$ cat src/rtl/ebb_pkg.sv
package ebb_pkg;
  typedef struct packed {
    logic ge;
    logic pme;
    logic occ;
  } ebb_stat_t;
endpackage

$ cat src/rtl/ebb_qualify.sv
module ebb_qualify (
  input  logic alert,
  input  logic mon_ebb_en,
  input  logic ge,
  input  logic pme,
  input  logic fac_sup_en,
  input  logic fac_hyp_en,
  output logic take,
  output logic fall
);
  logic cand;
  logic granted;

  always_comb begin
    cand    = mon_ebb_en & ge & pme;
    granted = cand & fac_sup_en & fac_hyp_en;
    take    = alert & granted;
    fall    = alert & ~granted;
  end
endmodule

$ cat src/rtl/ebb_status_reg.sv
module ebb_status_reg
  import ebb_pkg::*;
(
  input  logic      clk,
  input  logic      rst,
  input  logic      wr,
  input  ebb_stat_t wdata,
  input  logic      take,
  output ebb_stat_t q
);
  ebb_stat_t nxt;

  always_comb begin
    nxt = wr ? wdata : q;
    if (take) begin
      nxt.occ = 1'b1;
      nxt.ge  = 1'b0;
    end
  end

  always_ff @(posedge clk) begin
    if (rst) q <= '0;
    else     q <= nxt;
  end


  occ_set_chk: assert property (@(posedge clk) disable iff (rst) take |=> q.occ);

  ge_clear_chk: assert property (@(posedge clk) disable iff (rst) take |=> !q.ge);

  occ_sticky_chk: assert property (@(posedge clk) disable iff (rst) (q.occ && !wr) |=> q.occ);
endmodule

$ cat src/rtl/ebb_deliver.sv
module ebb_deliver (
  input  logic clk,
  input  logic rst,
  input  logic take,
  input  logic fall,
  input  logic user_mode,
  input  logic ext_int_en,
  output logic ebb_now,
  output logic ebb_pending,
  output logic pmi_req
);
  logic release_q;

  always_comb release_q = ebb_pending & user_mode;

  always_ff @(posedge clk) begin
    if (rst) begin
      ebb_now     <= 1'b0;
      ebb_pending <= 1'b0;
      pmi_req     <= 1'b0;
    end else begin
      ebb_now <= (take & user_mode) | release_q;
      if (take & ~user_mode) ebb_pending <= 1'b1;
      else if (release_q)    ebb_pending <= 1'b0;
      pmi_req <= fall & ext_int_en;
    end
  end


  user_strobe_chk: assert property (@(posedge clk) disable iff (rst) (take && user_mode) |=> ebb_now);

  queue_chk: assert property (@(posedge clk) disable iff (rst) (take && !user_mode) |=> ebb_pending);

  release_chk: assert property (@(posedge clk) disable iff (rst) (ebb_pending && user_mode) |=> (ebb_now && !ebb_pending));

  pmi_idle_chk: assert property (@(posedge clk) disable iff (rst) !fall |=> !pmi_req);
endmodule

$ cat src/rtl/ebb_alert_dispatch.sv
module ebb_alert_dispatch
  import ebb_pkg::*;
(
  input  logic clk,
  input  logic rst,
  input  logic alert,
  input  logic mon_ebb_en,
  input  logic fac_sup_en,
  input  logic fac_hyp_en,
  input  logic user_mode,
  input  logic ext_int_en,
  input  logic st_wr,
  input  logic wr_ge,
  input  logic wr_pme,
  input  logic wr_occ,
  output logic ebb_now,
  output logic ebb_pending,
  output logic pmi_req,
  output logic st_ge,
  output logic st_pme,
  output logic st_occ
);
  ebb_stat_t stat;
  ebb_stat_t wdata;
  logic      take;
  logic      fall;

  always_comb begin
    wdata.ge  = wr_ge;
    wdata.pme = wr_pme;
    wdata.occ = wr_occ;
  end

  ebb_qualify u_qual (
    .alert      (alert),
    .mon_ebb_en (mon_ebb_en),
    .ge         (stat.ge),
    .pme        (stat.pme),
    .fac_sup_en (fac_sup_en),
    .fac_hyp_en (fac_hyp_en),
    .take       (take),
    .fall       (fall)
  );

  ebb_status_reg u_stat (
    .clk   (clk),
    .rst   (rst),
    .wr    (st_wr),
    .wdata (wdata),
    .take  (take),
    .q     (stat)
  );

  ebb_deliver u_dlv (
    .clk         (clk),
    .rst         (rst),
    .take        (take),
    .fall        (fall),
    .user_mode   (user_mode),
    .ext_int_en  (ext_int_en),
    .ebb_now     (ebb_now),
    .ebb_pending (ebb_pending),
    .pmi_req     (pmi_req)
  );

  always_comb begin
    st_ge  = stat.ge;
    st_pme = stat.pme;
    st_occ = stat.occ;
  end


  refuse_chk: assert property (@(posedge clk) disable iff (rst)
    (alert && !(mon_ebb_en && st_ge && st_pme) && !st_wr && !st_occ) |=> !st_occ);

  facility_chk: assert property (@(posedge clk) disable iff (rst)
    (alert && !(fac_sup_en && fac_hyp_en) && !ebb_pending) |=> (!ebb_now && !ebb_pending));
endmodule

$ cat config.mk
export PLATFORM = sky130hd
export DESIGN_NAME = ebb_alert_dispatch
export DESIGN_NICKNAME = d
export VERILOG_FILES = /design/src/rtl/ebb_pkg.sv /design/src/rtl/ebb_qualify.sv /design/src/rtl/ebb_status_reg.sv /design/src/rtl/ebb_deliver.sv /design/src/rtl/ebb_alert_dispatch.sv
export SDC_FILE = /design/constraint.sdc
export NUM_CORES = 1
export LEC_CHECK = 0
export ABC_CLOCK_PERIOD_IN_PS = 940
export BUFFER_PORTS_ARGS = -buffer_cell sky130_fd_sc_hd__buf_2
export CAP_MARGIN = 5
export CORE_AREA = 2 2 39 41
export CTS_CLUSTER_SIZE = 30
export DETAILED_ROUTE_END_ITERATION = 8
export DIE_AREA = 0 0 41 43
export PLACE_DENSITY = 0.53
export SLEW_MARGIN = 20
export SYNTH_ARGS = -nofsm -noshare
export SYNTH_HDL_FRONTEND = slang
export SYNTH_SLANG_ARGS = --single-unit
$ cat constraint.sdc
create_clock -name clk -period 0.94 [get_ports clk]
set_input_delay 0.282 -clock clk [delete_from_list [all_inputs] [get_ports clk]]
set_output_delay 0.282 -clock clk [all_outputs]
set_load 0.02 [all_outputs]
Word-level counts from Yosys, hierarchy flattened --
Index checks and enable logic that the tools add are counted.
Word-level totals: bits in registers 6, bits of input ports 12, output and inout port bits 6, logic and storage cells 26
Cells by class: multiplexer cells 4, bitwise logic cells 13, reduce and logical (&&, ||, !) cells 3
Operators with widths (number):
- $and A1 B1 Y1 | 10
- $mux W1 | 4
- $reduce_bool A2 Y1 | 2
- $not A1 Y1 | 2
- $reduce_or A2 Y1 | 1
- $or A1 B1 Y1 | 1

Depth between registers and ports, before layout --
Gate-level depths: netlist (run 1).
depth after elaboration 7, depth in mapped cells 3

By module --
From an unflattened synthesis (run 1), not the netlist that was laid out.
Second synthesis, totals: cells, all modules 21, area, all modules 226.5 um2
By module, submodules not included:
- ebb_status_reg | times used 1, cells an instance 10, area an instance 107.6 um2, sequential area each 60.1 um2
- ebb_deliver | times used 1, cells an instance 8, area an instance 96.3 um2, sequential area each 60.1 um2
- ebb_qualify | times used 1, cells an instance 3, area an instance 22.5 um2, sequential area each 0.0 um2

Worst setup path before layout (run 1) --
OpenSTA, ideal clock, no wires.
kind flip-flop to flip-flop, start point register u_stat.q[2] in the netlist's numbering, end point register u_dlv.ebb_now, setup time 72 ps, arrival time 922 ps, data required time 868 ps, setup slack -55 ps, stages on the path, launching flop included 4, clock period less this slack 995 ps, path through dfxtp_1 > nand2_1 > o21ba_2 > nor3b_2
On the way: longest elaborated chain between the ends 7
Ends and longest elaborated chain:
- from (decl) | line ebb_status_reg.sv:9 | output ebb_stat_t q
- from (signal assigned) | line ebb_status_reg.sv:23 | else q <= nxt;
- $and A1 B1 Y1 (2 in series) | line ebb_qualify.sv:15 | cand = mon_ebb_en & ge & pme;
- $and A1 B1 Y1 (2 in series) | line ebb_qualify.sv:16 | granted = cand & fac_sup_en & fac_hyp_en;
- $and A1 B1 Y1 | line ebb_qualify.sv:17 | take = alert & granted;
- $and A1 B1 Y1 | line ebb_deliver.sv:22 | ebb_now <= (take & user_mode) | release_q;
- $or A1 B1 Y1 | line ebb_deliver.sv:22
- to (signal assigned) | line ebb_deliver.sv:22
- to (decl) | line ebb_deliver.sv:8 | output logic ebb_now,
Every way passes these cells. A chain may end at the register's enable or synchronous reset.

Worst setup path in the final report (run 1) --
start point register u_stat.q[1] in the netlist's numbering, end point output st_pme
RTL lines:
- to (decl) | line ebb_alert_dispatch.sv:20 | output logic st_pme,
No word-level cell between the ends.

==> reports/qor.txt, run 1 <==
PostCTS Resize Cnt = 16
number of synthesized register bits = 6
area delta synth->final = 78.3%
hold endpoint = u_dlv.ebb_pending$_SDFFE_PP0P_
EDFF count, synth = 0
clock tree buffer depth = 2
Hold Crit Depth = 2
max_cap viols = 0
Die Ht = 43 um
r2r setup slk = 40 ps
First-pass DRT Iterations = 2
synth top area cells = dfxtp_1, mux2i_1, nor3b_2
Root Buffer = clkbuf_4
Placer Congestion = 0.587
syn_area_per_cell = 10.0 sq um
via count of the first global-routing pass = 193
total grt overflow = 0
Mapped Nets = 35
Final period util = 103%
Synth top area share = 52.2%
Final Core Density = 29.7%
CP arrival = 690 ps
worst-path fanout max = 3
Final Hold Vio Count = 0
synthesized area = 230 sq um
R2R cell count = 3
CTS Sinks = 6
Setup Skew = 2.91 ps
Initial Utilization = 16.6%
Vias/cell = 3.85
n_diodes = 0
top cells by instance count after synthesis = dfxtp_1, mux2i_1, nand2_1, nor2_1, nor3_1
Rows = 14
failing checks = setup timing
Unique masters post-synth = 11
share of layout cells above drive strength 1 = 65.9%
CP delay by family, top = flip-flops
HP Start = user_mode
outcome = finished with violations
Final setup viols = 6
initial DRC count = 1
Worst Tran Pin Value = 142 ps
leak pwr = 0.000186 uW
CP bufs+invs = 1
hold_buf cts = 0
postcts setup bufs = 0
Crit path largest cell delay = 340 ps
CP Class = flip-flop to output port
Worst-Skew Late Latency = 240 ps
yosys warns = 0
total power = 595 uW
relative slew slack = 90.3%
Routed WL per cell = 8.47 um
unrepaired setup endpoints after global routing = true
critical path data required time = 660 ps
boundary pin count = 18
crit-path cells = buf_6
Vias = 231
crit path launch type = flip-flop
initial antenna violation count = 0
GRT Util Overall = 6.93%
min Tclk post-route = 971 ps
Pwr per Cell Area = 1450 nW/um^2
area of the die = 1760 sq um
Core Area = 1380 sq um
critical path capture point type = output port
dpl cell area = 345 sq um
CTS tree = built
Slew Viols, Final = 0
CTS buffer count = 3
Post-Route WL = 508 um
H-tree levels = 1
sequential share of the synthesized area = 52.2%
worst vdd ir = 0.470 mV
slowest CP cell = dfxtp_2
Die X = 41 um
first-pass GRT wire length = 724 um
Reg clk slew, reported paths = 50 ps
fin area = 410 sq um
nets = 58
reg2reg start = u_stat.q[1]$_SDFFE_PP0P_
worst hold path type = primary input to flip-flop
cell accounting for the most synthesized area = dfxtp_1
Max Clk Rate = 1.03 GHz
remaining antenna violation count = 0
Port Buffer Count = 17
worst reg2reg endpoint = u_dlv.ebb_now$_SDFF_PP0_
Primary FF master, synth = dfxtp_1
async set-or-reset flop fraction in the synthesized netlist = 0%
count leader, synth = dfxtp_1
Mapped Cells = 23
DRC violations left = 0
largest net degree at the start of global routing = 7
slack of the critical path = -31.5 ps
## metal layers
metal / wire length [um] / up-vias / share of wire [%] / global-route usage (%)
met5: 0 / - / 0 / 0
met4: 0 / 0 / 0 / 6.00
met3: 56 / 0 / 11 / 4.71
met2: 205 / 14 / 40 / 7.81
met1: 246 / 93 / 48 / 8.39
li1: - / 124 / - / -
## registers in the layout, summed over array words and instances (netlist names)
signal,count
u_dlv.pmi_req,1
u_stat.q,3
u_dlv.ebb_pending,1
u_dlv.ebb_now,1
## report_power, final
part,switching (uW),total (uW),internal (uW)
combinational,37.7,85.7,48.1
sequential,6.50,273,267
clock,92.1,237,144
total,136,595,459
## area by class of cell
class                           count  area (sq um)
Fill cell                         149           973
Timing Repair Buffer               18           130
Sequential cell                     6           128
Multi-Input combinational cell     17           110
Clock buffer                        3          22.5
Tap cell                           16          20.0
## metrics by stage
stage	TNS (ps)	hold slack [ps]	cells	worst slack (ps)
2_1_floorplan	0	347	23	36.9
3_3_place_gp	-3.85	464	57	-3.85
3_5_place_dp	-53.8	472	57	-33.8
4_1_cts	-187	207	60	-42.4
5_1_grt	-351	207	60	-68.9
6_report	-122	215	60	-31.5
## cell usage in the layout (no fill, tap or decap)
cell / instances
nand2_1: 3
buf_2: 11
buf_6: 6
clkbuf_4: 3
nor2_1: 3
buf_4: 1
mux2i_1: 3
nor2b_1: 1
o21ai_0: 1
a211oi_1: 1
dfxtp_2: 6
nor3_1: 2
nand4_1: 1
nor3b_2: 1
o21ba_2: 1
## cell families after synthesis
kind of cell | synth area share, %
AOI/OAI and AO/OA | 9.78
DFF | 52.2
muxes | 13.0
and+or+nand+nor | 25.0
## worst register-to-register path, delay by kind of cell, from the launching register on
kind	cells	cell delay, ps
simple gates	2	240
compound gates	1	240
flops	1	340
## worst max path at each step
| stage | end | from | slack (ps) | depth (start not counted) |
|---|---|---|---|---|
| floorplan | u_dlv.ebb_now$_SDFF_PP0_ | u_stat.q[1]$_SDFFE_PP0P_ | 40 | 3 |
| global placement | u_dlv.ebb_now$_SDFF_PP0_ | fac_sup_en | -4 | 4 |
| detailed placement | u_dlv.ebb_now$_SDFF_PP0_ | fac_sup_en | -30 | 4 |
| CTS | st_pme | u_stat.q[1]$_SDFFE_PP0P_ | -40 | 1 |
| global route | st_pme | u_stat.q[1]$_SDFFE_PP0P_ | -70 | 1 |
| finish | st_pme | u_stat.q[1]$_SDFFE_PP0P_ | -30 | 1 |
Power figures use the tool's default switching activity.
==> inputs of run 2 (changes only) <==
- ABC_CLOCK_PERIOD_IN_PS: 940 -> 1200
- PLACE_DENSITY: 0.53 -> 0.52
- SYNTH_HIERARCHICAL: not set -> 1
- clock period: 0.94 -> 1.2 ns (I/O delays scaled with it)
==> reports/qor.txt, run 2 <==
Pwr per Cell Area = 1250 nW/um^2 (-14%)
unrepaired setup endpoints after global routing = false
initial DRC count = 2 (+1)
Mapped Cells = 21 (-8.7%)
crit-path cells = buf_2
area of the multi-input gates = 103 sq um (-6.8%)
async set-or-reset flop fraction in the synthesized netlist = 0% (unchanged)
Crit path largest cell delay = 350 ps (about the same)
CP Class = flip-flop to output port
Port Buffer Count = 17 (unchanged)
synth top area cells = dfxtp_1, mux2i_1, nor3b_2
CTS Sinks = 6 (unchanged)
Final period util = 93.8%
total grt overflow = 0 (unchanged)
Unique masters post-synth = 13 (+2)
GRT Util Overall = 6.83% (-0.10 points)
Rows = 14 (unchanged)
CP arrival = 770 ps (+80 ps)
Synth top area share = 53.0% (+0.86 points)
Vias/cell = 4.02 (+4.4%)
critical path capture point type = output port
sequential share of the synthesized area = 53.0% (+0.86 points)
first-pass GRT wire length = 696 um (-3.9%)
most frequent cells in the layout = buf_2, dfxtp_1, clkbuf_4, mux2i_1, nor2_1
yosys warns = 6 (+6)
Slew Viols, Final = 0 (unchanged)
filler instances = 156 (+4.7%)
crit path launch type = flip-flop
boundary pin count = 18 (unchanged)
Die Ht = 43 um (unchanged)
share of layout cells above drive strength 1 = 56.1% (-9.8 points)
postcts setup bufs = 0 (unchanged)
Vias = 229 (-0.87%)
Primary FF master, synth = dfxtp_1
critical path data required time = 840 ps (+180 ps)
Mapped Nets = 33 (-5.7%)
largest net degree at the start of global routing = 7 (unchanged)
nets = 55 (-5.2%)
Worst Tran Pin Value = 157 ps (+14.5 ps)
remaining antenna violation count = 0 (unchanged)
First-pass DRT Iterations = 2 (unchanged)
EDFF count, synth = 0 (unchanged)
Reg clk slew, reported paths = 40 ps (about the same)
slowest CP cell = dfxtp_1
count leader, synth = dfxtp_1
outcome = completed
Largest Register = u_stat/q
number of synthesized register bits = 6 (unchanged)
area of the die = 1760 sq um (unchanged)
Routed WL per cell = 8.81 um (+4.0%)
worst hold path type = primary input to flip-flop
max reg flops = 3 (unchanged)
synthesized area = 226 sq um (-1.6%)
Initial Utilization = 16.4% (-0.27 points)
Max Clk Rate = 0.889 GHz
register area = 120 sq um (-5.9%)
worst-path fanout max = 4 (+1)
r2r setup slk = 180 ps (+140 ps)
DRC violations left = 0 (unchanged)
worst vdd ir = 0.459 mV (-2.3%)
PostCTS Resize Cnt = 0 (-16)
initial antenna violation count = 0 (unchanged)
H-tree levels = 1 (unchanged)
CTS tree = built
max_cap viols = 0 (unchanged)
relative slew slack = 89.3% (-0.99 points)
area delta synth->final = 56.4%
worst hold margin = 293 ps (+77.8 ps)
Core Area = 1380 sq um (unchanged)
min Tclk post-route = 1130 ps
Setup Skew = 4.25 ps (+1.34 ps)
Die X = 41 um (unchanged)
CTS buffer count = 3 (unchanged)
Placer Congestion = 0.604 (+2.9%)
CP delay by family, top = flip-flops
hold_buf cts = 0 (unchanged)
Final Hold Vio Count = 0 (unchanged)
Fin Setup TNS = 0 ps (+122 ps)
n_diodes = 0 (unchanged)
syn_area_per_cell = 10.8 sq um (+7.7%)
most common cell after layout, fill and taps aside = buf_2
cell accounting for the most synthesized area = dfxtp_1
top cells by instance count after synthesis = dfxtp_1, mux2i_1, nor2_1
Final setup viols = 0 (-6)
via count of the first global-routing pass = 179 (-7.3%)
CP bufs+invs = 1 (unchanged)
clock tree buffer depth = 2 (unchanged)
Root Buffer = clkbuf_4
Worst-Skew Late Latency = 240 ps (about the same)
leak pwr = 0.000182 uW (-2.2%)
Post-Route WL = 502 um (-1.2%)
## run 2: changes by cell type in the layout (fill, tap and decap cells not counted), moves of 2 or more
cell     before  now
dfxtp_1       0    6
dfxtp_2       6    0
nand2_1       3    1
buf_6         6    0
buf_2        11   17
## run 2: area by class of cell
cell class                      count  area share [%]
Sequential cell                     6            33.9
Multi-Input combinational cell     14            29.0
Timing Repair Buffer               17            24.0
Clock buffer                        3            6.36
Tap cell                           16            5.65
Inverter                            1            1.06
## run 2: power breakdown
part | switching (uW) | internal (uW) | leakage [uW] | total (uW)
clock | 66.5 | 113 | 0.0000138 | 179
combinational | 27.2 | 26.2 | 0.000119 | 53.3
sequential | 3.85 | 208 | 0.0000491 | 211
total | 97.5 | 346 | 0.000182 | 444
## run 2: worst paths after layout
| kind | startpoint | end | cells after the start |
|---|---|---|---|
| worst max register to register | u_stat/q[2]$_SDFFE_PP0P_ | u_dlv/ebb_now$_SDFF_PP0_ | 4 |
| worst min-delay path | user_mode | u_dlv/ebb_pending$_SDFFE_PP0P_ | 2 |
| worst min register to register | u_dlv/ebb_pending$_SDFFE_PP0P_ | u_dlv/ebb_pending$_SDFFE_PP0P_ | 2 |
| worst max-delay path | u_stat/q[1]$_SDFFE_PP0P_ | st_pme | 1 |
## run 2: stage by stage
step                instance area [sq um]  util (%)  instances  power, uW  setup slack [ps]
finish                                354      25.6         57        444              74.7
detailed placement                    332      24.0         54        268              16.7
floorplan                             226         -         21        237              86.8
global placement                      332      24.0         54        269              14.2
global route                          354      25.6         57        476              26.8
CTS                                   354      25.6         57        456              65.3
## run 2: per-layer routing
layer	up-vias	part of all wire, %	wire length, um	track usage [%]
li1	117	-	-	-
met1	92	46	231	8.39
met2	20	31	157	6.56
met3	0	23	113	6.28
met4	0	0	0	6.00
met5	-	0	0	0
## run 2: cells by family (layout without fill, tap and decap cells)
| kind of cell | Yosys count | count (layout) | synth area share, % |
|---|---|---|---|
| compound gates | 2 | 2 | 5.52 |
| mux | 3 | 3 | 13.3 |
| simple gates | 9 | 9 | 26.5 |
| flops | 6 | 6 | 53.0 |
| buf+inv | 1 | 21 | 1.66 |
